$ cat src/rtl/vic_pkg.sv
package vic_pkg;
  typedef enum logic [2:0] {
    ST_IDLE,
    ST_WB,
    ST_FILL,
    ST_DONE,
    ST_FSCAN,
    ST_FWB
  } vic_state_e;
endpackage

$ cat src/rtl/vic_tag_store.sv
module vic_tag_store #(
  parameter int NUM_SETS = 4,
  parameter int TAG_W    = 11,
  localparam int SET_W   = $clog2(NUM_SETS)
) (
  input  logic                  clk,
  input  logic                  rst_n,
  input  logic [SET_W-1:0]      set_i,
  output logic [1:0][TAG_W-1:0] tag_o,
  output logic [1:0]            valid_o,
  output logic [1:0]            dirty_o,
  output logic                  lru_o,
  input  logic                  upd_en,
  input  logic                  upd_way,
  input  logic [TAG_W-1:0]      upd_tag,
  input  logic                  upd_valid,
  input  logic                  upd_dirty,
  input  logic                  lru_en,
  input  logic                  lru_val,
  input  logic                  clr_all
);
  logic [NUM_SETS-1:0] lru_q;

  for (genvar w = 0; w < 2; w++) begin : g_way
    logic [TAG_W-1:0]    tag_q [NUM_SETS];
    logic [NUM_SETS-1:0] val_q;
    logic [NUM_SETS-1:0] dty_q;

    always_ff @(posedge clk or negedge rst_n) begin
      if (!rst_n) begin
        val_q <= '0;
        dty_q <= '0;
      end else if (clr_all) begin
        val_q <= '0;
        dty_q <= '0;
      end else if (upd_en && upd_way == 1'(w)) begin
        val_q[set_i] <= upd_valid;
        dty_q[set_i] <= upd_dirty;
      end
    end

    always_ff @(posedge clk) begin
      if (upd_en && upd_way == 1'(w)) tag_q[set_i] <= upd_tag;
    end

    assign tag_o[w]   = tag_q[set_i];
    assign valid_o[w] = val_q[set_i];
    assign dirty_o[w] = dty_q[set_i];
  end

  always_ff @(posedge clk or negedge rst_n) begin
    if (!rst_n)       lru_q <= '0;
    else if (clr_all) lru_q <= '0;
    else if (lru_en)  lru_q[set_i] <= lru_val;
  end

  assign lru_o = lru_q[set_i];

  // a flush leaves no valid line behind
  p_flush_clears_r10: assert property (@(posedge clk) disable iff (!rst_n)
    clr_all |=> ($countones({g_way[1].val_q, g_way[0].val_q}) == 0));
endmodule

$ cat src/rtl/vic_data_store.sv
module vic_data_store #(
  parameter int NUM_SETS   = 4,
  parameter int LINE_BYTES = 8,
  parameter int DATA_W     = 8,
  localparam int SET_W     = $clog2(NUM_SETS),
  localparam int OFF_W     = $clog2(LINE_BYTES),
  localparam int DEPTH     = NUM_SETS * 2 * LINE_BYTES
) (
  input  logic              clk,
  input  logic [SET_W-1:0]  set_i,
  input  logic              rd_way,
  input  logic [OFF_W-1:0]  rd_off,
  output logic [DATA_W-1:0] rd_data,
  input  logic              wr_en,
  input  logic              wr_way,
  input  logic [OFF_W-1:0]  wr_off,
  input  logic [DATA_W-1:0] wr_data
);
  logic [DATA_W-1:0] bytes_q [DEPTH];

  always_ff @(posedge clk) begin
    if (wr_en) bytes_q[{set_i, wr_way, wr_off}] <= wr_data;
  end

  assign rd_data = bytes_q[{set_i, rd_way, rd_off}];
endmodule

$ cat src/rtl/vic_ctrl.sv
module vic_ctrl
  import vic_pkg::*;
#(
  parameter int ADDR_W     = 16,
  parameter int NUM_SETS   = 4,
  parameter int LINE_BYTES = 8,
  parameter int DATA_W     = 8,
  localparam int SET_W     = $clog2(NUM_SETS),
  localparam int OFF_W     = $clog2(LINE_BYTES),
  localparam int TAG_W     = ADDR_W - SET_W - OFF_W
) (
  input  logic                  clk,
  input  logic                  rst_n,
  input  logic                  req_valid,
  output logic                  req_ready,
  input  logic                  req_write,
  input  logic [ADDR_W-1:0]     req_addr,
  input  logic [DATA_W-1:0]     req_wdata,
  output logic                  rsp_valid,
  output logic                  rsp_hit,
  output logic [DATA_W-1:0]     rsp_rdata,
  input  logic                  flush,
  output logic                  busy,
  output logic                  mem_valid,
  input  logic                  mem_ready,
  output logic                  mem_write,
  output logic [ADDR_W-1:0]     mem_addr,
  output logic [DATA_W-1:0]     mem_wdata,
  input  logic [DATA_W-1:0]     mem_rdata,
  output logic [SET_W-1:0]      set_sel,
  input  logic [1:0][TAG_W-1:0] tag_i,
  input  logic [1:0]            valid_i,
  input  logic [1:0]            dirty_i,
  input  logic                  lru_i,
  output logic                  upd_en,
  output logic                  upd_way,
  output logic [TAG_W-1:0]      upd_tag,
  output logic                  upd_valid,
  output logic                  upd_dirty,
  output logic                  lru_en,
  output logic                  lru_val,
  output logic                  clr_all,
  output logic                  d_rd_way,
  output logic [OFF_W-1:0]      d_rd_off,
  input  logic [DATA_W-1:0]     d_rd_data,
  output logic                  d_wr_en,
  output logic                  d_wr_way,
  output logic [OFF_W-1:0]      d_wr_off,
  output logic [DATA_W-1:0]     d_wr_data
);
  localparam logic [OFF_W-1:0] LAST_BEAT = OFF_W'(LINE_BYTES - 1);
  localparam logic [SET_W:0]   LAST_LINE = '1;

  vic_state_e        state;
  logic [ADDR_W-1:0] r_addr;
  logic              r_write;
  logic [DATA_W-1:0] r_wdata;
  logic              r_way;
  logic [OFF_W-1:0]  beat;
  logic [SET_W:0]    fl_idx;

  logic [SET_W-1:0] req_set, r_set, fl_set;
  logic [TAG_W-1:0] req_tag, r_tag;
  logic [OFF_W-1:0] req_off, r_off;
  logic             fl_way, in_flush, cur_way, last_beat;
  logic [1:0]       hit_w;
  logic             lookup_hit, hit_way, vict, accept, fl_dirty;

  assign req_off = req_addr[OFF_W-1:0];
  assign req_set = req_addr[OFF_W +: SET_W];
  assign req_tag = req_addr[ADDR_W-1 -: TAG_W];
  assign r_off   = r_addr[OFF_W-1:0];
  assign r_set   = r_addr[OFF_W +: SET_W];
  assign r_tag   = r_addr[ADDR_W-1 -: TAG_W];
  assign fl_set  = fl_idx[SET_W:1];
  assign fl_way  = fl_idx[0];

  assign in_flush  = (state == ST_FSCAN) || (state == ST_FWB);
  assign set_sel   = in_flush ? fl_set : ((state == ST_IDLE) ? req_set : r_set);
  assign cur_way   = in_flush ? fl_way : r_way;
  assign last_beat = (beat == LAST_BEAT);
  assign fl_dirty  = valid_i[fl_way] && dirty_i[fl_way];

  for (genvar w = 0; w < 2; w++) begin : g_cmp
    assign hit_w[w] = valid_i[w] && (tag_i[w] == req_tag);
  end
  assign lookup_hit = |hit_w;
  assign hit_way    = hit_w[1];
  assign vict       = !valid_i[0] ? 1'b0 : (!valid_i[1] ? 1'b1 : lru_i);

  assign req_ready = (state == ST_IDLE) && !flush;
  assign busy      = (state != ST_IDLE);
  assign accept    = req_valid && req_ready;

  // memory port
  assign mem_valid = (state == ST_WB) || (state == ST_FILL) || (state == ST_FWB);
  assign mem_write = (state == ST_WB) || (state == ST_FWB);
  assign mem_addr  = mem_write ? {tag_i[cur_way], set_sel, beat} : {r_tag, r_set, beat};
  assign mem_wdata = d_rd_data;

  // data read port
  assign d_rd_way = (state == ST_IDLE) ? hit_way : cur_way;
  assign d_rd_off = mem_write ? beat : ((state == ST_IDLE) ? req_off : r_off);

  always_comb begin
    upd_en    = 1'b0;
    upd_way   = 1'b0;
    upd_tag   = '0;
    upd_valid = 1'b0;
    upd_dirty = 1'b0;
    lru_en    = 1'b0;
    lru_val   = 1'b0;
    clr_all   = 1'b0;
    d_wr_en   = 1'b0;
    d_wr_way  = 1'b0;
    d_wr_off  = '0;
    d_wr_data = '0;
    unique case (state)
      ST_IDLE: if (accept && lookup_hit) begin
        lru_en  = 1'b1;
        lru_val = ~hit_way;
        if (req_write) begin
          d_wr_en   = 1'b1;
          d_wr_way  = hit_way;
          d_wr_off  = req_off;
          d_wr_data = req_wdata;
          upd_en    = 1'b1;
          upd_way   = hit_way;
          upd_tag   = req_tag;
          upd_valid = 1'b1;
          upd_dirty = 1'b1;
        end
      end
      ST_FILL: if (mem_ready) begin
        d_wr_en   = 1'b1;
        d_wr_way  = r_way;
        d_wr_off  = beat;
        d_wr_data = mem_rdata;
        if (last_beat) begin
          upd_en    = 1'b1;
          upd_way   = r_way;
          upd_tag   = r_tag;
          upd_valid = 1'b1;
        end
      end
      ST_DONE: begin
        lru_en  = 1'b1;
        lru_val = ~r_way;
        if (r_write) begin
          d_wr_en   = 1'b1;
          d_wr_way  = r_way;
          d_wr_off  = r_off;
          d_wr_data = r_wdata;
          upd_en    = 1'b1;
          upd_way   = r_way;
          upd_tag   = r_tag;
          upd_valid = 1'b1;
          upd_dirty = 1'b1;
        end
      end
      ST_FWB: if (mem_ready && last_beat) begin
        upd_en    = 1'b1;
        upd_way   = fl_way;
        upd_tag   = tag_i[fl_way];
        upd_valid = 1'b1;
      end
      ST_FSCAN: if (!fl_dirty && fl_idx == LAST_LINE) clr_all = 1'b1;
      default: ;
    endcase
  end

  always_ff @(posedge clk or negedge rst_n) begin
    if (!rst_n) begin
      state     <= ST_IDLE;
      r_addr    <= '0;
      r_write   <= 1'b0;
      r_wdata   <= '0;
      r_way     <= 1'b0;
      beat      <= '0;
      fl_idx    <= '0;
      rsp_valid <= 1'b0;
      rsp_hit   <= 1'b0;
      rsp_rdata <= '0;
    end else begin
      rsp_valid <= 1'b0;
      unique case (state)
        ST_IDLE: begin
          if (accept) begin
            r_addr  <= req_addr;
            r_write <= req_write;
            r_wdata <= req_wdata;
            if (lookup_hit) begin
              rsp_valid <= 1'b1;
              rsp_hit   <= 1'b1;
              rsp_rdata <= req_write ? req_wdata : d_rd_data;
            end else begin
              r_way <= vict;
              beat  <= '0;
              state <= (valid_i[vict] && dirty_i[vict]) ? ST_WB : ST_FILL;
            end
          end else if (flush) begin
            fl_idx <= '0;
            state  <= ST_FSCAN;
          end
        end
        ST_WB: if (mem_ready) begin
          beat <= beat + 1'b1;
          if (last_beat) state <= ST_FILL;
        end
        ST_FILL: if (mem_ready) begin
          beat <= beat + 1'b1;
          if (last_beat) state <= ST_DONE;
        end
        ST_DONE: begin
          rsp_valid <= 1'b1;
          rsp_hit   <= 1'b0;
          rsp_rdata <= r_write ? r_wdata : d_rd_data;
          state     <= ST_IDLE;
        end
        ST_FSCAN: begin
          if (fl_dirty) begin
            beat  <= '0;
            state <= ST_FWB;
          end else if (fl_idx == LAST_LINE) begin
            state <= ST_IDLE;
          end else begin
            fl_idx <= fl_idx + 1'b1;
          end
        end
        ST_FWB: if (mem_ready) begin
          beat <= beat + 1'b1;
          if (last_beat) state <= ST_FSCAN;
        end
        default: state <= ST_IDLE;
      endcase
    end
  end

  // a lookup hit is answered on the following cycle
  p_hit_next_r2: assert property (@(posedge clk) disable iff (!rst_n)
    (accept && lookup_hit) |=> (rsp_valid && rsp_hit));

  // an invalid way 0 is chosen for the fill
  p_first_invalid_r4: assert property (@(posedge clk) disable iff (!rst_n)
    (accept && !lookup_hit && !valid_i[0]) |=> (busy && !r_way));

  // a fill read only follows the final accepted write-back beat
  p_wb_then_fill_r6: assert property (@(posedge clk) disable iff (!rst_n)
    (mem_valid && !mem_write && $past(mem_valid && mem_write))
      |-> ($past(mem_ready) && $past(mem_addr[OFF_W-1:0]) == LAST_BEAT));

  // an offered beat is held until memory takes it
  p_mem_hold_r9: assert property (@(posedge clk) disable iff (!rst_n)
    (mem_valid && !mem_ready) |=> (mem_valid && $stable(mem_addr) && $stable(mem_write)));
endmodule

$ cat src/rtl/vic_cache.sv
module vic_cache #(
  parameter int ADDR_W     = 16,
  parameter int NUM_SETS   = 4,
  parameter int LINE_BYTES = 8,
  parameter int DATA_W     = 8,
  localparam int SET_W     = $clog2(NUM_SETS),
  localparam int OFF_W     = $clog2(LINE_BYTES),
  localparam int TAG_W     = ADDR_W - SET_W - OFF_W
) (
  input  logic              clk,
  input  logic              rst_n,
  input  logic              req_valid,
  output logic              req_ready,
  input  logic              req_write,
  input  logic [ADDR_W-1:0] req_addr,
  input  logic [DATA_W-1:0] req_wdata,
  output logic              rsp_valid,
  output logic              rsp_hit,
  output logic [DATA_W-1:0] rsp_rdata,
  input  logic              flush,
  output logic              busy,
  output logic              mem_valid,
  input  logic              mem_ready,
  output logic              mem_write,
  output logic [ADDR_W-1:0] mem_addr,
  output logic [DATA_W-1:0] mem_wdata,
  input  logic [DATA_W-1:0] mem_rdata
);
  logic [SET_W-1:0]      set_sel;
  logic [1:0][TAG_W-1:0] tags;
  logic [1:0]            valids, dirtys;
  logic                  lru;
  logic                  upd_en, upd_way, upd_valid, upd_dirty;
  logic [TAG_W-1:0]      upd_tag;
  logic                  lru_en, lru_val, clr_all;
  logic                  d_rd_way, d_wr_en, d_wr_way;
  logic [OFF_W-1:0]      d_rd_off, d_wr_off;
  logic [DATA_W-1:0]     d_rd_data, d_wr_data;

  vic_ctrl #(
    .ADDR_W(ADDR_W), .NUM_SETS(NUM_SETS), .LINE_BYTES(LINE_BYTES), .DATA_W(DATA_W)
  ) u_ctrl (
    .clk(clk), .rst_n(rst_n),
    .req_valid(req_valid), .req_ready(req_ready), .req_write(req_write),
    .req_addr(req_addr), .req_wdata(req_wdata),
    .rsp_valid(rsp_valid), .rsp_hit(rsp_hit), .rsp_rdata(rsp_rdata),
    .flush(flush), .busy(busy),
    .mem_valid(mem_valid), .mem_ready(mem_ready), .mem_write(mem_write),
    .mem_addr(mem_addr), .mem_wdata(mem_wdata), .mem_rdata(mem_rdata),
    .set_sel(set_sel), .tag_i(tags), .valid_i(valids), .dirty_i(dirtys), .lru_i(lru),
    .upd_en(upd_en), .upd_way(upd_way), .upd_tag(upd_tag),
    .upd_valid(upd_valid), .upd_dirty(upd_dirty),
    .lru_en(lru_en), .lru_val(lru_val), .clr_all(clr_all),
    .d_rd_way(d_rd_way), .d_rd_off(d_rd_off), .d_rd_data(d_rd_data),
    .d_wr_en(d_wr_en), .d_wr_way(d_wr_way), .d_wr_off(d_wr_off), .d_wr_data(d_wr_data)
  );

  vic_tag_store #(.NUM_SETS(NUM_SETS), .TAG_W(TAG_W)) u_tags (
    .clk(clk), .rst_n(rst_n), .set_i(set_sel),
    .tag_o(tags), .valid_o(valids), .dirty_o(dirtys), .lru_o(lru),
    .upd_en(upd_en), .upd_way(upd_way), .upd_tag(upd_tag),
    .upd_valid(upd_valid), .upd_dirty(upd_dirty),
    .lru_en(lru_en), .lru_val(lru_val), .clr_all(clr_all)
  );

  vic_data_store #(.NUM_SETS(NUM_SETS), .LINE_BYTES(LINE_BYTES), .DATA_W(DATA_W)) u_data (
    .clk(clk), .set_i(set_sel),
    .rd_way(d_rd_way), .rd_off(d_rd_off), .rd_data(d_rd_data),
    .wr_en(d_wr_en), .wr_way(d_wr_way), .wr_off(d_wr_off), .wr_data(d_wr_data)
  );
endmodule

$ cat config.mk
export PLATFORM = sky130hd
export DESIGN_NAME = vic_cache
export DESIGN_NICKNAME = d
export VERILOG_FILES = /design/src/rtl/vic_pkg.sv /design/src/rtl/vic_tag_store.sv /design/src/rtl/vic_data_store.sv /design/src/rtl/vic_ctrl.sv /design/src/rtl/vic_cache.sv
export SDC_FILE = /design/constraint.sdc
export NUM_CORES = 1
export LEC_CHECK = 0
export BUFFER_PORTS_ARGS = -buffer_cell sky130_fd_sc_hd__buf_2
export CORE_ASPECT_RATIO = 1.5
export CORE_MARGIN = 10
export CORE_UTILIZATION = 42
export DETAILED_ROUTE_END_ITERATION = 8
export SYNTH_ARGS = -nofsm -noshare
export SYNTH_HDL_FRONTEND = slang
export SYNTH_SLANG_ARGS = --single-unit
export TNS_END_PERCENT = 10
$ cat constraint.sdc
create_clock -name clk -period 6.1 [get_ports clk]
set_input_delay 0.61 -clock clk [delete_from_list [all_inputs] [get_ports clk]]
set_output_delay 0.61 -clock clk [all_outputs]
set_load 0.01 [all_outputs]
## Yosys cells after proc, flatten, opt, wreduce, memory -nomap -nowiden

Memories as Yosys holds them, arrays and structs flattened.
Cells that the tools add are included.

| storage, ports and cells | value |
|---|---|
| register bits | 65 |
| RAM bits | 600 |
| input port bits | 38 |
| output and inout port bits | 38 |
| word-level logic and storage cells | 220 |
| memories | 3 |

Memories:

| name | words | bits a word | rd ports | clocked after memory_dff | wr ports | line | source |
|---|---|---|---|---|---|---|---|
| u_data.bytes_q | 64 | 8 | 1 | 0 | 1 | vic_data_store.sv:19 | `logic [DATA_W-1:0] bytes_q [DEPTH];` |
| u_tags.g_way[0].tag_q | 4 | 11 | 1 | 0 | 1 | vic_tag_store.sv:25 | `logic [TAG_W-1:0] tag_q [NUM_SETS];` |
| u_tags.g_way[1].tag_q | 4 | 11 | 1 | 0 | 1 | vic_tag_store.sv:25 |  |

| operators by class | value |
|---|---|
| add/subtract/negate cells | 2 |
| order comparisons | 5 |
| eq/ne operators | 27 |
| multiplexer cells | 130 |
| bitwise operators | 4 |
| reduce and logical (&&, ||, !) cells | 34 |

Operators with widths:

| kind | count |
|---|---|
| 2-to-1 mux 11 bit | 10 |
| 2-to-1 mux 3 bit | 25 |
| 2-to-1 mux 8 bit | 8 |
| 2-to-1 mux 1 bit | 46 |
| case mux 11 bit (4 select lines) | 1 |
| 2-to-1 mux 4 bit | 10 |
| case mux 8 bit (3 select lines) | 1 |
| equality test 11 bit | 2 |
| bitwise mux 4 bit | 5 |
| case mux 3 bit (3 select lines) | 2 |
| 2-to-1 mux 16 bit | 1 |
| inequality test 2 bit, second input constant | 8 |
| case mux 8 bit (2 select lines) | 1 |
| case mux 3 bit (5 select lines) | 1 |
| inequality test 2 x 1 -> 1 bit, second input constant | 7 |
| equality test 3 bit, second input constant | 4 |
| logical AND 1 bit | 12 |
| binary-select mux 1 bit (select 2 bit) | 5 |
| case mux 1 bit (2 select lines) | 5 |
| AND reduction 5 bit | 2 |
| nonzero test 2 bit | 5 |
| AND reduction 9 bit | 1 |
| case mux 1 bit (4 select lines) | 2 |
| adder 3 x 1 -> 3 bit, second input constant | 2 |
| other kinds (20) | 36 |

## Longest topological paths before layout

Gate-level depths: netlist of the first run.

| depth | value |
|---|---|
| word-level depth | 14 |
| mapped depth | 18 |
| mapped depth without buffers | 13 |

## By module

From an unflattened synthesis of the first run, not the netlist that was laid out.

| unflattened totals | value |
|---|---|
| cell total of the unflattened synthesis | 1565 |
| area total of the unflattened synthesis | 27765.4 sq um |

Modules (own cells, without submodules):

| module | instances | cells an instance | area an instance (sq um) | sequential area each (sq um) |
|---|---|---|---|---|
| vic_data_store | 1 | 937 | 20014.2 | 15374.7 |
| vic_tag_store | 1 | 209 | 4292.9 | 3143.0 |
| vic_ctrl | 1 | 419 | 3458.3 | 1126.1 |

## Least setup slack after synthesis of the first run

Ideal clock, no wire load.

| timing path | value |
|---|---|
| path type | input port to flip-flop |
| from | input req_addr[4] |
| to | memory u_data.bytes_q[0][0], data pin |
| setup time | 0.355 ns |
| arrival | 4.470 ns |
| data required time | 5.745 ns |
| path slack | 1.274 ns |
| stages on the path | 14 |
| path buffers | 4 |
| cells stage by stage | nor4b_2 > or4_1 > buf_2 > and2_4 > o21ai_4 > xnor2_1 > or4b_2 > nor3_2 > o21a_1 > buf_2 > buf_2 > buf_2 > nand2_1 > nand2_1 |

| between the ends | value |
|---|---|
| cells in the longest elaborated chain, start to end | 9 |
| elaborated cells on any way between the ends | 16 |
| classes of those cells | 2 x eq/ne; 8 x mux; 4 x reduce/logical; 2 x memory |

RTL lines:

| what | line | source |
|---|---|---|
| start: declaration | vic_cache.sv:15 | `input logic [ADDR_W-1:0] req_addr,` |
| 2-to-1 mux 2 bit * (2 in a row) | vic_ctrl.sv:79 | `assign set_sel = in_flush ? fl_set : ((state == ST_IDLE) ? req_set : r_set);` |
| memory (4 x 11 bit) / binary-select mux 1 bit (select 2 bit) (equally long branches) | -- |  |
| equality test 11 bit / 2-to-1 mux 1 bit (equally long branches) | vic_ctrl.sv:85, vic_tag_store.sv:47 |  |
| logical AND 1 bit | vic_ctrl.sv:85 | `assign hit_w[w] = valid_i[w] && (tag_i[w] == req_tag);` |
| OR reduction 2 bit * | vic_ctrl.sv:87 | `assign lookup_hit = \|hit_w;` |
| logical AND 1 bit * | vic_ctrl.sv:119 | `ST_IDLE: if (accept && lookup_hit) begin` |
| 2-to-1 mux 8 bit * | vic_ctrl.sv:119 |  |
| case mux 8 bit (3 select lines) * | vic_ctrl.sv:118 | `unique case (state)` |
| net d_wr_data[0] | vic_cache.sv:38 | `logic [DATA_W-1:0] d_rd_data, d_wr_data;` |
| end: declaration | vic_data_store.sv:19 |  |

Mark *: on every way through the listed nets, which the timed path passes. The rest lies on a longest branch. The select of a mux whose other input is x is not followed.

## Worst setup path in the final report of the first run

| timing path | value |
|---|---|
| from | register u_ctrl.r_addr[4] |
| to | output mem_wdata[0] |

| between the ends | value |
|---|---|
| cells in the longest elaborated chain, start to end | 7 |
| elaborated cells on any way between the ends | 9 |
| classes of those cells | 1 x eq/ne; 5 x mux; 1 x reduce/logical; 2 x memory |

RTL lines:

| what | line | source |
|---|---|---|
| start: declaration | vic_ctrl.sv:55 | `logic [ADDR_W-1:0] r_addr;` |
| start signal: assignment | vic_ctrl.sv:189 | `r_addr <= req_addr;` |
| 2-to-1 mux 2 bit * (2 in a row) | vic_ctrl.sv:79 |  |
| memory (4 x 11 bit) / binary-select mux 1 bit (select 2 bit) (equally long branches) | -- |  |
| equality test 11 bit / 2-to-1 mux 1 bit (equally long branches) | vic_ctrl.sv:85, vic_tag_store.sv:47 |  |
| logical AND 1 bit | vic_ctrl.sv:85 |  |
| 2-to-1 mux 1 bit | vic_ctrl.sv:102 | `assign d_rd_way = (state == ST_IDLE) ? hit_way : cur_way;` |
| memory (64 x 8 bit) * | -- |  |
| end: declaration | vic_cache.sv:26 | `output logic [DATA_W-1:0] mem_wdata,` |

Every way passes the cells marked *; elsewhere a longest branch is shown, timed or not. The select of a mux whose other input is x is not followed.

==> results of run 1 <==
-- flip-flops by register name (all words and copies together), names as in the netlist, 3 cells and up --
| signal | cells |
|---|---|
| u_tags.g_way.val_q | 8 |
| u_tags.lru_q | 4 |
| u_ctrl.state | 3 |
| u_ctrl.r_wdata | 8 |
| u_data.bytes_q | 512 |
| u_ctrl.beat | 3 |
| u_tags.g_way.dty_q | 8 |
| u_ctrl.rsp_rdata | 8 |
| u_ctrl.r_addr | 16 |
| u_ctrl.fl_idx | 3 |
| u_tags.g_way.tag_q | 88 |
-- through the flow --
stage / utilization (%) / power, mW / area [um2] / cells / setup slack [ns]
final: 49.1 / 17.8 / 34000 / 3503 / 0.117
after global placement: 45.8 / 13.5 / 31700 / 3375 / 0.622
after global routing: 49.1 / 18.6 / 34000 / 3503 / 0.00535
after detailed placement: 45.8 / 13.5 / 31700 / 3375 / 0.547
after floorplan: - / 10.3 / 29400 / 2402 / 1.27
after CTS: 49.0 / 17.7 / 33900 / 3497 / 0.00144
-- worst reg2reg max path, cell delays in order (launching register included) --
cell	delay, ns
sky130_fd_sc_hd__dfrtp_1	0.36
sky130_fd_sc_hd__buf_4	0.18
sky130_fd_sc_hd__and3b_1	0.18
sky130_fd_sc_hd__buf_4	0.20
sky130_fd_sc_hd__nor4_4	0.57
sky130_fd_sc_hd__buf_4	0.27
sky130_fd_sc_hd__o221ai_1	0.12
sky130_fd_sc_hd__nand2_1	0.16
sky130_fd_sc_hd__xor2_1	0.30
sky130_fd_sc_hd__or4b_2	0.67
sky130_fd_sc_hd__nor3_2	0.25
sky130_fd_sc_hd__o21a_1	0.34
sky130_fd_sc_hd__buf_4	0.24
sky130_fd_sc_hd__a21o_1	0.15
sky130_fd_sc_hd__nand3_1	0.29
sky130_fd_sc_hd__nor2_1	0.42
sky130_fd_sc_hd__buf_4	0.23
-- metal layers --
| layer | share of wire (%) | vias up | track usage (%) |
|---|---|---|---|
| met2 | 50 | 1024 | 38.4 |
| met3 | 6.8 | 255 | 3.64 |
| met4 | 6.3 | 0 | 13.4 |
| met5 | 0 | - | 0 |
| met1 | 37 | 10500 | 25.9 |
| li1 | - | 9389 | - |
-- what timing repair did --
item / 4_1_cts / 5_1_grt
buffers inserted: 0 / 6
hold buffers: 0 / 0
endpoints found under the setup margin: 0 / 8
resized for setup: 0 / 6
-- cells in the final DEF (no fill, tap or decap), types with 10 or more instances in the layout --
cell,n
sky130_fd_sc_hd__a211o_1,16
sky130_fd_sc_hd__a211oi_1,78
sky130_fd_sc_hd__a21boi_0,13
sky130_fd_sc_hd__a21oi_1,51
sky130_fd_sc_hd__a221oi_1,16
sky130_fd_sc_hd__a22oi_1,24
sky130_fd_sc_hd__a311o_1,24
sky130_fd_sc_hd__a311oi_1,48
sky130_fd_sc_hd__a31oi_1,30
sky130_fd_sc_hd__and2_1,21
sky130_fd_sc_hd__and3_1,70
sky130_fd_sc_hd__buf_12,14
sky130_fd_sc_hd__buf_2,74
sky130_fd_sc_hd__buf_4,158
sky130_fd_sc_hd__clkbuf_16,68
sky130_fd_sc_hd__clkinv_2,12
sky130_fd_sc_hd__dfrtp_1,64
sky130_fd_sc_hd__edfxtp_1,600
sky130_fd_sc_hd__inv_1,26
sky130_fd_sc_hd__mux2_2,10
sky130_fd_sc_hd__mux2i_1,59
sky130_fd_sc_hd__nand2_1,517
sky130_fd_sc_hd__nand3_1,75
sky130_fd_sc_hd__nand3b_1,10
sky130_fd_sc_hd__nand4_1,16
sky130_fd_sc_hd__nor2_1,151
sky130_fd_sc_hd__nor2b_1,14
sky130_fd_sc_hd__nor3_1,12
sky130_fd_sc_hd__o2111ai_1,10
sky130_fd_sc_hd__o21a_1,11
sky130_fd_sc_hd__o21ai_0,43
sky130_fd_sc_hd__o22ai_1,24
sky130_fd_sc_hd__o41a_1,10
sky130_fd_sc_hd__o41ai_1,12
sky130_fd_sc_hd__or4_1,12
-- worst max path at each step --
| stage | from | endpoint | slack (ns) | depth (start not counted) |
|---|---|---|---|---|
| 3_3_place_gp | req_addr[3] | mem_wdata[2] | 0.62 | 14 |
| 3_5_place_dp | req_addr[4] | mem_wdata[2] | 0.55 | 14 |
| 6_report | u_ctrl.r_addr[4] | mem_wdata[0] | 0.12 | 15 |
| 5_1_grt | u_ctrl.r_addr[4] | mem_wdata[6] | 0.005 | 15 |
| 4_1_cts | u_ctrl.state[1] | mem_wdata[2] | 0.001 | 13 |
| 2_1_floorplan | req_addr[4] | u_data.bytes_q[0][0] | 1.27 | 14 |
-- final cells by class --
type                       count  area [um2]  share of cell area [%]
sequential                   665       19600                    57.8
multi-input combinational   1543        9060                    26.7
timing repair buffer         246        1840                    5.40
clock buffer                  80        1780                    5.22
tap                          900        1130                    3.31
clock inverter                42         453                    1.33
inverter                      27         101                   0.298
-- power breakdown --
| part | leakage [nW] | total (mW) | internal, mW | switching, mW |
|---|---|---|---|---|
| sequential | 6.30 | 5.38 | 5.19 | 0.186 |
| clock | 1.08 | 4.18 | 2.37 | 1.81 |
| combinational | 4.97 | 8.22 | 2.69 | 5.53 |
| total | 12.3 | 17.8 | 10.3 | 7.53 |
-- cells by family after synthesis --
group                      synth area share [%]
AOI/OAI and AO/OA                          13.0
buffers and inverters                      2.62
DFF                                        66.9
adders and majority gates                 0.170
xor gates and xnor gates                  0.448
and+or+nand+nor                            14.4
muxes                                      2.43
==> results, run 1 <==
- The number of global-route vias before repair is 20900.
- The filler cells instantiated in the layout total 6076.
- The horizontal die dimension is 236 um.
- Clock skew on the completed layout was measured at 0.0322 ns.
- Measured in cells, the most critical reg-to-reg path has a length of 16.
- The commonest register cell after synthesis is sky130_fd_sc_hd__edfxtp_1.
- The deepest level of the CTS H-tree is 3.
- In this run the vertical extent of the chip is 344 um.
- The pre-antenna-repair detailed-routing pass consisted of 6 iterations.
- In this run the cell area of the synthesized design comes to 0.0294 mm2.
- Setup repair after global routing left no endpoint under its margin.
- The number of nets in the synthesized netlist is 2444.
- The post-detailed-placement half-perimeter wirelength is 62100 um.
- The pin slew with the least headroom to its limit is 1.22 ns.
- The number of synthesized register bits is 665.
- The final layout contains 2592 nets.
- The per-instance average area after synthesis is 12.2 um2.
- The first global-routing pass estimated 137000 um of wire.
- The most common cell in the netlist is sky130_fd_sc_hd__edfxtp_1.
- The final RePlAce weighted congestion is 0.957.
- The category of the worst setup path capture point is an output pin.
- Synthesis handed over a netlist of 2402 instances.
- The final-layout worst hold slack is 0.115 ns.
- The run finished with clean final reports.
- The initial antenna violation count is 0.
- In this run the remaining antenna-violating nets after routing total 0.
- Sequential cells were found to cover 66.9% of the synthesized design area.
- The highest net fanout along the worst path is 32.
- The commonest cells after synthesis are sky130_fd_sc_hd__edfxtp_1 (600), sky130_fd_sc_hd__nand2_1 (526), sky130_fd_sc_hd__nor2_1 (152), sky130_fd_sc_hd__clkbuf_1 (133), sky130_fd_sc_hd__a211oi_1 (78).
- The smallest clock period supported by the final layout is computed as 5.98 ns.
- The number of standard-cell rows in the floorplan is 118.
- The total I/O pin count is 76.
- The worst endpoint required time is 5.49 ns.
- The slowest library cell on the worst path is sky130_fd_sc_hd__or4_1.
- The final max-slew violation count is 0.
- The number of buffers and inverters on the critical path is 5.
- The top achievable clock speed is 0.167 GHz.
- The total global routing track utilization is 22.3%.
- The fraction of layout cells with a size suffix above 1 is 15.9%.
- The signed area change from the synthesized netlist to the final layout is 15.8%.
- The largest total area in the synthesized netlist belongs to sky130_fd_sc_hd__edfxtp_1.
- The startpoint-to-endpoint class of the critical path is register to output pin.
- Summed over all layers, the global routing overflow is 0.
- The die footprint is 0.0811 mm2.
- The buffer cell driving the clock tree root is sky130_fd_sc_hd__clkbuf_16.
- For the worst-skew pair, the clock arrives at the later sink with an insertion delay of 0.63 ns.
- Ranked by total cell area, the synthesized netlist is headed by sky130_fd_sc_hd__edfxtp_1 (61%), sky130_fd_sc_hd__nand2_1 (6.7%), sky130_fd_sc_hd__dfrtp_1 (5.5%), sky130_fd_sc_hd__mux2i_1 (2.0%), sky130_fd_sc_hd__a211oi_1 (2.0%).
- The final count of negative-setup-slack endpoints is 0.
- The maximum vdd ir drop is 0.361 mV.
- The share of the clock period used by the worst path is 98.1%.
- Synthesis instantiated 79 different standard cells from the library.
- The largest stage delay on the critical path is 0.64 ns.
- The max-cap violation count is 0.
- The number of remaining DRC errors is 0.
- The share of synthesized area in the top cell type comes to 61.4%.
- The average routed wire per standard cell is 26.4 um.
- Yosys mapped a number of flops with a built-in enable equal to 600.
- TritonCTS built the clock tree.
- The leakage power total is 12.3 nW.
- After detailed routing, the total wire length is 92600 um.
- Measured against its own limit, the worst slew margin works out to 18.2%.
- Traced cell by cell, the critical path runs through buf_4, and3b_1, buf_4, or4_4, buf_4, and2_0, o21ai_1, xnor2_1, or4_1, or4_1, buf_4, a22oi_1, a211oi_1, or4_1, buf_2.
- The initial core utilization is 42.4%.
- The violation count after the first detailed-route iteration is 2082.
- Power spread over the standard cell area amounts to 523 mW/mm2.
- The cell type group with the largest total delay on the critical path is simple AND/OR/NAND/NOR gates.
- The classification of the worst-slack hold path is input port to asynchronous set/reset pin.
- Counting along the longest clock path gives a buffer depth of 3.
- The floorplan step defined a core boundary enclosing 0.0692 mm2.
- Clock tree synthesis inserted a total of 67 buffers.
- The via-per-instance ratio is 6.04.
- Entering global routing, the biggest net connects 105 pins.
- Input and output buffers added on the ports amount to 75.
- The clock sink total is 665.
- The terminus of the critical flop-to-flop path is u_data.bytes_q[53][6].
- The final antenna diode count is 0.
- In this run the critical register-to-register path is launched from u_ctrl.r_addr[4].
- For the final routed database, the setup TNS stands at 0 ns.
- The final number of hold-violating endpoints came to 0.
- The synthesis warning total is 0.
- The via count is 21200.
- After clock tree synthesis, the clock-pin slew on the worst setup and hold paths is 0.06 ns.
- Counting flops with an async set or reset pin after synthesis yields a share of 9.77%.
- Data on the critical path arrives at its endpoint at 5.37 ns.
- STA classifies the critical path startpoint as a register.
- The worst-case register-to-register setup slack is 0.86 ns.
- The most prevalent standard cell on the critical path is sky130_fd_sc_hd__buf_4.
Note: power is estimated with default switching activity, not from simulation.
==> inputs of run 2 (changes only) <==
--- a/config.mk
+++ b/config.mk
@@ -6,10 +6,13 @@
 export NUM_CORES = 1
 export LEC_CHECK = 0
 export BUFFER_PORTS_ARGS = -buffer_cell sky130_fd_sc_hd__buf_2
-export CORE_ASPECT_RATIO = 1.5
+export CELL_PAD_IN_SITES_DETAIL_PLACEMENT = 1
+export CELL_PAD_IN_SITES_GLOBAL_PLACEMENT = 1
+export CORE_ASPECT_RATIO = 0.75
 export CORE_MARGIN = 10
 export CORE_UTILIZATION = 42
 export DETAILED_ROUTE_END_ITERATION = 8
+export PLACE_DENSITY_LB_ADDON = 0.1
 export SYNTH_ARGS = -nofsm -noshare
 export SYNTH_HDL_FRONTEND = slang
 export SYNTH_SLANG_ARGS = --single-unit
==> run 2 against run 1 <==
Final cell count is 1.2% higher. First-iteration DRC count is 4.1% higher. Power is 5.6% higher. Clock-buffer cell count is 11 higher. Clock power is 5.3% higher. Non-clock buffer count is 2 higher. Global-route usage is 3.1 points higher. Hold slack better by 0.085 ns. Sequential power hardly changed. Utilization is 0.63 points higher. Die area is 0.13% lower. Setup slack worse by 0.016 ns.
==> results, run 2 (same netlist as run 1, synthesis figures left out) <==
- Result of the run: completed (unchanged).
- The TritonCTS clock tree is built (unchanged).
- The number of remaining DRC errors is 0 (unchanged).
- The via count is 21400 (was 21200).
- The worst endpoint required time is 5.49 ns (about the same).
- The maximum vdd ir drop came to 0.334 mV (was 0.361 mV).
- The largest register by flop count is u_data.bytes_q (unchanged).
- The initial core utilization is 42.6% (was 42.4%).
- The fraction of layout cells with a size suffix above 1 is 16.3% (was 15.9%).
- The initial antenna violation count is 2 (was 0).
- The post-detailed-routing wire length is 105000 um (was 92600 um).
- The most common library cell in the layout ignoring fill and taps was sky130_fd_sc_hd__edfxtp_1 (unchanged).
- The number of placed instances, taps included is 3416 (was 3375).
- The launch point of the worst path was u_ctrl.state[2] (was u_ctrl.r_addr[4]).
- The nature of the critical path startpoint was a register (unchanged).
- The post-detailed-placement half-perimeter wirelength is 71700 um (was 62100 um).
- The relative slew slack is 25.5% (was 18.2%).
- The beginning of the worst register-to-register path is u_ctrl.state[1] (was u_ctrl.r_addr[4]).
- The placed cell area is 0.0318 mm2 (was 0.0317 mm2).
- The final global-route overflow total is 0 (unchanged).
- The clock network latency to the later pin of the worst-skew pair is 0.63 ns (about the same).
- The max-cap violation count is 0 (unchanged).
- The classification of the worst-slack hold path is input port to asynchronous set/reset pin (unchanged).
- The time the final worst path needs with I/O delays and setup is 6.00 ns (was 5.98 ns).
- The clock tree buffer depth came to 3 (unchanged).
- The leakage power total was 12.4 nW (was 12.3 nW).
- The final RePlAce weighted congestion is 0.903 (was 0.957).
- The count of TritonRoute iterations in the first routing pass is 5 (was 6).
- The total global routing track utilization is 25.4% (was 22.3%).
- The filler cell count in the final layout came to 7065 (was 6076).
- The share of the core filled with cells is 49.7% (was 49.1%).
- The flip-flop count of the largest register, all copies and words added is 512 (unchanged).
- The number of standard-cell rows in the floorplan is 83 (was 118).
- The top achievable clock speed was 0.167 GHz (about the same).
- The register clock-pin slew on the reported worst setup and hold paths is 0.06 ns (about the same).
- The pre-CTS worst setup slack is 0.232 ns (was 0.547 ns).
- The post-layout instance count excluding filler cells is 3545 (was 3503).
- The average routed wire per standard cell is 29.7 um (was 26.4 um).
- The largest net degree at the start of global routing is 81 (was 105).
- The worst setup slack after layout is 0.101 ns (was 0.117 ns).
- The clock skew is 0.0224 ns (was 0.0322 ns).
- The final number of hold-violating endpoints came to 0 (unchanged).
- The startpoint-to-endpoint class of the critical path is register to output pin (unchanged).
- The total I/O pin count is 76 (unchanged).
- The highest net fanout along the worst path was 35 (was 32).
- The deepest level of the CTS H-tree came to 3 (unchanged).
- Unrepaired setup endpoints after global routing: true (was false).
- The number of hold-repair buffers added at the cts stage came to 0 (unchanged).
- The share of the clock period used by the worst path is 98.3% (was 98.1%).
- The category of the worst setup path capture point was an output pin (unchanged).
- The number of port buffers is 75 (unchanged).
- The horizontal die dimension is 325 um (was 236 um).
- The via-per-instance ratio came to 6.03 (was 6.04).
- The core area is 0.0689 mm2 (was 0.0692 mm2).
- The final instance area is 0.0342 mm2 (was 0.0340 mm2).
- The height of the die is 249 um (was 344 um).
- The aggregate negative setup slack is 0 ns (unchanged).
- The post-detailed-route count of antenna-violating nets is 0 (unchanged).
- The number of clock buffers inserted by TritonCTS came to 70 (was 67).
- The final count of negative-setup-slack endpoints is 0 (unchanged).
- The violation count after the first detailed-route iteration is 2168 (was 2082).
- Leading cell types in the layout, fill and taps excluded: sky130_fd_sc_hd__edfxtp_1 (600), sky130_fd_sc_hd__nand2_1 (516), sky130_fd_sc_hd__buf_4 (155), sky130_fd_sc_hd__nor2_1 (150), sky130_fd_sc_hd__a211oi_1 (77) (was sky130_fd_sc_hd__edfxtp_1 (600), sky130_fd_sc_hd__nand2_1 (517), sky130_fd_sc_hd__buf_4 (158), sky130_fd_sc_hd__nor2_1 (151), sky130_fd_sc_hd__a211oi_1 (78)).
- The final layout net count is 2597 (was 2592).
- The first-pass GRT wire length is 154000 um (was 137000 um).
- The clock sink total is 665 (unchanged).
- The power density relative to cell area is 549 mW/mm2 (was 523 mW/mm2).
- The pin slew with the least headroom to its limit is 1.11 ns (was 1.22 ns).
- The data arrival at the endpoint of the critical path is 5.39 ns (was 5.37 ns).
- The buffer cell driving the clock tree root was sky130_fd_sc_hd__clkbuf_16 (unchanged).
- The signed area change from the synthesized netlist to the final layout came to 16.7% (was 15.8%).
- The number of global-route vias before repair is 21700 (was 20900).
- The final max-slew violation count was 0 (unchanged).
- Leading registers by flop count: u_data.bytes_q x512, u_tags.g_way.tag_q x88, u_ctrl.r_addr x16 (unchanged).
- The die footprint is 0.0810 mm2 (was 0.0811 mm2).
==> run 2: cell count changes in the layout (fill, tap and decap cells not counted), sizes merged <==
| cell | previous run | this run |
|---|---|---|
| clkbuf | 80 | 91 |
| clkinv | 26 | 20 |
| clkinvlp | 7 | 2 |
| buf | 246 | 248 |
| diode | 0 | 2 |
| inv | 30 | 32 |
| bufinv | 6 | 7 |
==> run 2: worst max-delay path, stage by stage (launching register included) <==
cell and delay (ns):
sky130_fd_sc_hd__dfrtp_1 0.57, sky130_fd_sc_hd__and3b_1 0.26, sky130_fd_sc_hd__or4_1 0.57, sky130_fd_sc_hd__buf_6 0.25, sky130_fd_sc_hd__and2_0 0.27, sky130_fd_sc_hd__o21ai_2 0.25, sky130_fd_sc_hd__xnor2_1 0.11, sky130_fd_sc_hd__or4_1 0.46
sky130_fd_sc_hd__or4_1 0.59, sky130_fd_sc_hd__buf_6 0.25, sky130_fd_sc_hd__a22oi_2 0.21, sky130_fd_sc_hd__a211oi_1 0.09, sky130_fd_sc_hd__or4_1 0.65, sky130_fd_sc_hd__buf_2 0.19
==> run 2: final timing paths <==
check                           cells after the start                     to  slack (ns)
worst max-delay path                               13           mem_wdata[5]        0.10
worst min register to register                      2         u_ctrl.rsp_hit        0.49
max in group asynchronous                           2       u_ctrl.r_addr[4]        5.19
min in group clk                                    3       u_ctrl.r_addr[7]        0.26
worst max register to register                     15  u_data.bytes_q[25][0]        0.73
worst min-delay path                                2         u_ctrl.beat[1]        0.20
==> run 2: layout make-up <==
class | instances | area [um2] | share of cell area, %
clock inverters | 34 | 364 | 1.06
well taps | 935 | 1170 | 3.42
flip-flops and latches | 665 | 19600 | 57.4
clock buffers | 91 | 1960 | 5.71
inverters | 27 | 101 | 0.296
repair buffers | 248 | 1870 | 5.47
diodes | 2 | 5.00 | 0.0146
multi-input cells | 1543 | 9130 | 26.7
==> run 2: what timing repair did <==
action | CTS | global route
buffers inserted | 0 | 2
pin swaps | 1 | 0
resized for setup | 14 | 8
cloned | 0 | 0
endpoints found under the setup margin | 8 | 8
==> run 2: routing by layer <==
metal / up-vias / share of wire [%] / global-route usage, %
met5: - / 0 / 0
met4: 0 / 2.2 / 6.33
met3: 126 / 7.1 / 4.85
met2: 781 / 44 / 37.7
met1: 11100 / 47 / 37.8
li1: 9396 / - / -
==> run 2: per-stage QoR <==
step / hold slack (ns) / total power, mW
5_1_grt: 0.250 / 19.6
6_report: 0.200 / 18.8
4_1_cts: 0.203 / 18.7
3_5_place_dp: 0.478 / 14.2
2_1_floorplan: 0.314 / 10.3
3_3_place_gp: 0.471 / 14.2
==> run 2: report_power, final <==
group          internal [mW]  switching, mW
Combinational           2.86           6.13
Clock                   2.57           1.83
Sequential              5.19          0.209
Total                   10.6           8.17
